==> src/rtl/guard_timer_pkg.sv <==
package guard_timer_pkg;

  typedef enum logic [1:0] {
    ST_OFF   = 2'd0,
    ST_RUN   = 2'd1,
    ST_ALERT = 2'd2
  } wdState_t;

  typedef struct packed {
    logic cntClr;
    logic keyLoad;
    logic fireRst;
  } wdStrobe_t;

endpackage

==> src/rtl/guard_timer_dp.sv <==
module guard_timer_dp
  import guard_timer_pkg::*;
#(
  parameter int FIRST_CYCLES  = 5000000,
  parameter int SECOND_CYCLES = 165000,
  parameter int KEY_W         = 3
) (
  input  logic             clk,
  input  logic             rstN,
  input  wdStrobe_t        strobe,
  input  logic [KEY_W-1:0] wrKey,
  output logic             keyMatch,
  output logic             firstDone,
  output logic             secondDone,
  output logic             chipRst
);

  localparam int MAX_CYC = (FIRST_CYCLES > SECOND_CYCLES) ? FIRST_CYCLES : SECOND_CYCLES;
  localparam int CNT_W   = $clog2(MAX_CYC + 1);
  localparam logic [CNT_W-1:0] FIRST_LAST  = CNT_W'(FIRST_CYCLES - 1);
  localparam logic [CNT_W-1:0] SECOND_LAST = CNT_W'(SECOND_CYCLES - 1);

  logic [CNT_W-1:0] count;
  logic [KEY_W-1:0] keyReg;
  logic             rstPulse;

  // elapsed-cycle counter, cleared by control on every phase change
  always_ff @(posedge clk or negedge rstN) begin
    if (!rstN)              count <= '0;
    else if (strobe.cntClr) count <= '0;
    else                    count <= count + 1'b1;
  end

  always_ff @(posedge clk or negedge rstN) begin
    if (!rstN)               keyReg <= '0;
    else if (strobe.keyLoad) keyReg <= wrKey;
  end

  always_ff @(posedge clk or negedge rstN) begin
    if (!rstN) rstPulse <= 1'b0;
    else       rstPulse <= strobe.fireRst;
  end

  assign keyMatch   = (wrKey == ~keyReg);
  assign firstDone  = (count == FIRST_LAST);
  assign secondDone = (count == SECOND_LAST);
  assign chipRst    = rstPulse;

  AST_RST_ONE_CYCLE: assert property (@(posedge clk) disable iff (!rstN)
    chipRst |=> !chipRst);

  AST_KEY_STORED: assert property (@(posedge clk) disable iff (!rstN)
    strobe.keyLoad |=> (keyMatch == ($past(wrKey) == ~wrKey)));

endmodule

==> src/rtl/guard_timer_ctrl.sv <==
module guard_timer_ctrl
  import guard_timer_pkg::*;
(
  input  logic      clk,
  input  logic      rstN,
  input  logic      wrEn,
  input  logic      wrArm,
  input  logic      keyMatch,
  input  logic      firstDone,
  input  logic      secondDone,
  output wdStrobe_t strobe,
  output logic      nmiReq
);

  wdState_t state, stateNext;

  always_ff @(posedge clk or negedge rstN) begin
    if (!rstN) state <= ST_OFF;
    else       state <= stateNext;
  end

  always_comb begin
    stateNext = state;
    strobe    = '0;
    if (state == ST_OFF) begin
      strobe.cntClr = 1'b1;
      if (wrEn && wrArm) begin
        strobe.keyLoad = 1'b1;
        stateNext      = ST_RUN;
      end
    end else if (wrEn && keyMatch) begin
      // valid service: restart or disarm, takes priority over expiry
      strobe.keyLoad = 1'b1;
      strobe.cntClr  = 1'b1;
      stateNext      = wrArm ? ST_RUN : ST_OFF;
    end else begin
      if (wrEn) strobe.keyLoad = 1'b1;
      if (state == ST_RUN && firstDone) begin
        strobe.cntClr = 1'b1;
        stateNext     = ST_ALERT;
      end else if (state == ST_ALERT && secondDone) begin
        strobe.cntClr  = 1'b1;
        strobe.fireRst = 1'b1;
        stateNext      = ST_OFF;
      end
    end
  end

  assign nmiReq = (state == ST_ALERT);

  AST_OFF_IGNORE: assert property (@(posedge clk) disable iff (!rstN)
    (state == ST_OFF && wrEn && !wrArm) |=> (state == ST_OFF));

  AST_ARM_START: assert property (@(posedge clk) disable iff (!rstN)
    (state == ST_OFF && wrEn && wrArm) |=> (state == ST_RUN));

  AST_SERVICE_STOP: assert property (@(posedge clk) disable iff (!rstN)
    (state != ST_OFF && wrEn && !wrArm && keyMatch) |=> !nmiReq);

  AST_SERVICE_RESTART: assert property (@(posedge clk) disable iff (!rstN)
    (state != ST_OFF && wrEn && wrArm && keyMatch) |=> (state == ST_RUN));

  AST_ALERT_ENTRY: assert property (@(posedge clk) disable iff (!rstN)
    $rose(nmiReq) |-> ($past(state) == ST_RUN && $past(firstDone)));

endmodule

==> src/rtl/guard_timer.sv <==
module guard_timer
  import guard_timer_pkg::*;
#(
  parameter int FIRST_CYCLES  = 5000000,
  parameter int SECOND_CYCLES = 165000
) (
  input  logic       clk,
  input  logic       rstN,
  input  logic       wrEn,
  input  logic       wrArm,
  input  logic [2:0] wrKey,
  output logic       nmiReq,
  output logic       chipRst
);

  localparam int KEY_W = 3;

  wdStrobe_t strobe;
  logic      keyMatch;
  logic      firstDone;
  logic      secondDone;

  guard_timer_ctrl u_ctrl (
    .clk        (clk),
    .rstN       (rstN),
    .wrEn       (wrEn),
    .wrArm      (wrArm),
    .keyMatch   (keyMatch),
    .firstDone  (firstDone),
    .secondDone (secondDone),
    .strobe     (strobe),
    .nmiReq     (nmiReq)
  );

  guard_timer_dp #(
    .FIRST_CYCLES  (FIRST_CYCLES),
    .SECOND_CYCLES (SECOND_CYCLES),
    .KEY_W         (KEY_W)
  ) u_dp (
    .clk        (clk),
    .rstN       (rstN),
    .strobe     (strobe),
    .wrKey      (wrKey),
    .keyMatch   (keyMatch),
    .firstDone  (firstDone),
    .secondDone (secondDone),
    .chipRst    (chipRst)
  );

  AST_NMI_DROPS_AT_RST: assert property (@(posedge clk) disable iff (!rstN)
    chipRst |-> !nmiReq);

endmodule

==> config.mk <==
export PLATFORM = sky130hd
export DESIGN_NAME = guard_timer
export DESIGN_NICKNAME = d
export VERILOG_FILES = /design/src/rtl/guard_timer_pkg.sv /design/src/rtl/guard_timer_dp.sv /design/src/rtl/guard_timer_ctrl.sv /design/src/rtl/guard_timer.sv
export SDC_FILE = /design/constraint.sdc
export NUM_CORES = 1
export LEC_CHECK = 0
export BUFFER_PORTS_ARGS = -buffer_cell sky130_fd_sc_hd__buf_4
export CAP_MARGIN = 10
export CORE_ASPECT_RATIO = 0.75
export CORE_MARGIN = 1
export CORE_UTILIZATION = 60
export CTS_BUF_LIST = sky130_fd_sc_hd__clkbuf_4
export DETAILED_ROUTE_END_ITERATION = 8
export PLACE_DENSITY = 0.81
export SYNTH_ARGS = -nofsm -noshare
export SYNTH_HDL_FRONTEND = slang
export SYNTH_HIERARCHICAL = 1
export SYNTH_SLANG_ARGS = --single-unit
==> constraint.sdc <==
create_clock -name clk -period 4.5 [get_ports clk]
set_input_delay 0.9 -clock clk [delete_from_list [all_inputs] [get_ports clk]]
set_output_delay 0.9 -clock clk [all_outputs]
set_load 0.03 [all_outputs]
==> impl_summary.log <==
[metrics] Syn Area/Cell: 9.695 µm²
[metrics] Final Cycle Share: 0.5922
[metrics] end of the worst register-to-register path: u_dp/count[18]
[metrics] most used cells in the layout excluding fill and tap cells: dfrtp_1 (29), nor2_1 (18), a21oi_1 (10), xnor2_1 (10)
[metrics] std cell rows: 15
[metrics] cell with the largest stage delay on the worst path: or4b_2
[metrics] part of the power in registers: 0.535
[metrics] core region area: 2365 µm²
[metrics] met3 layer wire length in the routed design: 195 µm
[metrics] outcome: finished, final reports clean
[metrics] setup repair bufs after CTS: 0
[metrics] number of antenna repair diodes: 0
[metrics] count of synthesis-stage warnings from yosys: 6
[metrics] number of nets still failing antenna checks after routing: 0
[metrics] detailed-routing iteration count for the pre-antenna-repair pass: 4
[metrics] max cap viols: 0
[metrics] post-cts sizing count: 0
[metrics] clock power share: 0.268
[metrics] TritonCTS clock tree: built
[metrics] IO Pins: 9
[metrics] largest cells by area after synthesis: dfrtp_1 (47%), xnor2_1 (5.7%), nor2_1 (4.4%), a21oi_1 (3.2%), xor2_1 (2.8%)
[metrics] share of total power in combinational logic: 0.197
[metrics] distinct cell type count of the synthesized netlist: 36
[metrics] commonest register cell after synthesis: dfrtp_1
[metrics] overall routed net length: 3089 µm
[metrics] met2 layer wire length in the routed design: 1358 µm
[metrics] Buffers on Ports: 8
[metrics] layout cells sized above 1: 0.1754
[metrics] post-synthesis instance area: 1541 µm²
[metrics] WP data arrival: 2890 ps
[metrics] Final Hold Fails: 0
[metrics] post-cts hold buffer count: 0
[metrics] sequential area share after synthesis: 0.4708
[metrics] Crit Reg-Reg Startpoint: u_dp/count[14]
[metrics] category of the worst setup path capture point: flip-flop
[metrics] Yosys top cell area share: 0.4708
[metrics] global-route wire length before repair: 4912 µm
[metrics] total congestion overflow after global routing: 0
[metrics] total global-route track usage: 0.2555
[metrics] CP startpoint kind: flip-flop
[metrics] Post-Synthesis Net Count: 167
[metrics] drc violations: 0
[metrics] DIE WIDTH: 60.53 µm
[metrics] P_sw: 0.1846 mW
[metrics] number of buffers between clock root and the deepest sink: 2
[metrics] ratio of routed vias to standard cells: 6.205
[metrics] setup repair after global routing missed its margin: no
[metrics] placement-stage worst setup slack: 1867 ps
[metrics] number of vias in the routed layout: 1,272
[metrics] number of synthesized flops with an enable pin: 0
[metrics] Worst-Skew Late Latency: 340 ps
[metrics] post-route minimum period: 2665 ps
[metrics] total power divided by cell area: 336.3 nW/µm²
[metrics] vias in the first global route: 1,069
[metrics] fraction of registers with async set/reset: 1.000
[metrics] Switching Fraction: 0.3257
[metrics] number of antenna violations at the first check in global routing: 0
[metrics] area of the die: 2778 µm²
[metrics] Leakage Power: 0.6645 nW
[metrics] final-stage net count: 178
[metrics] relative area change from synthesis to final layout: 9.335%
[metrics] Final Max Tran Viols: 0
[metrics] worst max-slew margin expressed relative to the limit: 0.5358
[metrics] maximum number of pins on one net before global-route repair: 30
[metrics] count of buffering cells on the critical path with inverters included: 1
[metrics] slowest cell delay on critical path: 690 ps
[metrics] clock transition at the registers of the reported paths: 100 ps
[metrics] post-detail-place hpwl: 2228 µm
[metrics] internal power contribution: 0.3822 mW
[metrics] family with the most delay on the worst path: simple AND/OR/NAND/NOR gates
[metrics] cells along the critical path: or4b_2 > nor4_1 > a21boi_2 > o21ai_1 > buf_4 > nand2b_1 > a21oi_1 > a31o_2
[metrics] Final Hold Slack: 462.1 ps
[metrics] Worst R2R Setup Slack: 1830 ps
[metrics] maximum net fanout on the critical path: 24
[metrics] final-report setup violation count: 0
[metrics] vertical die dimension: 45.90 µm
[metrics] final critical-path setup slack: 1835 ps
[metrics] dominant cell type by area after synthesis: dfrtp_1
[metrics] Clock Sink Count: 29
[metrics] most common library cell in the layout ignoring fill and taps: dfrtp_1
[metrics] maximum achievable frequency: 375.2 MHz
[metrics] register bit total from synthesis: 29
[metrics] clock buffers created by TritonCTS: 5
[metrics] Setup TNS: 0 ps
[metrics] required time of the critical path: 4730 ps
[metrics] post-route met1 wirelength: 1484 µm
[metrics] number of cells produced by synthesis: 159
[metrics] clock tree root driver cell: clkbuf_4
[metrics] depth of the worst register-to-register path: 8
[metrics] Clock H-tree levels: 2
[metrics] clock tree skew after final layout: 13.09 ps
[metrics] startpoint-to-endpoint class of the critical path: reg -> reg
[metrics] gpl congestion: 0.8523
[metrics] uppermost metal layer occupied by signal nets: met4
[metrics] Initial Utilization: 0.6519
[metrics] Worst-Margin Slew: 690.0 ps
[metrics] Hold WC Path Type: in -> async
[metrics] VDD IR max: 0.2916 mV
[metrics] routed length per placed instance: 15.07 µm
[metrics] DRC violation total after the first TritonRoute iteration: 89
[how the worst max path moves through the flow]
stage | to | cells past startpoint | start | slack (ps)
global placement | u_dp/count[18] | 8 | u_dp/count[14] | 1930
CTS | u_dp/count[18] | 8 | u_dp/count[14] | 1860
floorplan | u_dp/count[18] | 7 | u_dp/count[14] | 2090
global route | u_dp/count[18] | 8 | u_dp/count[14] | 1690
detailed placement | u_dp/count[18] | 8 | u_dp/count[14] | 1870
finish | u_dp/count[18] | 8 | u_dp/count[14] | 1830
[power by group through the flow]
stage / Sequential (mW) / Clock, mW / Combinational [mW]
after floorplan: 0.300 / 0 / 0.0827
after global placement: 0.306 / 0 / 0.105
after detailed placement: 0.308 / 0 / 0.111
after CTS: 0.303 / 0.157 / 0.111
after global routing: 0.306 / 0.166 / 0.124
final: 0.303 / 0.152 / 0.112
[Yosys cell counts (4+ instances only)]
library cell,number
a21oi_1,10
dfrtp_1,29
inv_1,5
nand2_1,9
nand3_1,7
nand4_1,5
nor2_1,18
nor3_1,6
nor4_1,4
o21ai_0,5
o31ai_1,5
or3_1,4
or4_1,5
xnor2_1,10
xor2_1,5
[cell families (layout without fill, tap and decap cells)]
| family | count (synthesis) | count (layout) | synth area share |
|---|---|---|---|
| flops | 29 | 29 | 0.4708 |
| fa+ha+maj | 1 | 1 | 0.008116 |
| mux | 3 | 3 | 0.02191 |
| compound gates | 25 | 25 | 0.1015 |
| buf+inv | 11 | 23 | 0.02841 |
| simple gates | 75 | 75 | 0.2841 |
| xor+xnor | 15 | 15 | 0.08522 |
[final cells by class]
class	instances	area, µm²
multi-input combinational	119	772.0
sequential	29	725.7
fill	181	679.4
timing repair buffer	9	67.56
tap	34	42.54
clock buffer	5	37.54
inverter	6	22.52
clock inverter	3	17.52
[per-stage QoR]
stage                     utilization  cell area, µm²  std cells  total power, mW
final                          0.7127            1685        205           0.5669
after CTS                      0.7127            1685        205           0.5708
after detailed placement       0.6894            1630        197           0.4190
after global routing           0.7127            1685        205           0.5965
after floorplan                     -            1541        159           0.3832
after global placement         0.6894            1630        197           0.4117
[state kept, by name (all words and copies together), names as in the netlist]
register and cells:
u_dp/chipRst 1, u_dp/count 23, u_ctrl/state 2, u_dp/keyReg 3
[routing by layer]
layer	up-vias	track usage
met1	620	0.3841
met5	-	0
li1	600	-
met4	0	0.09545
met2	45	0.3363
met3	7	0.08523
Note: power is estimated with default switching activity, not from simulation.
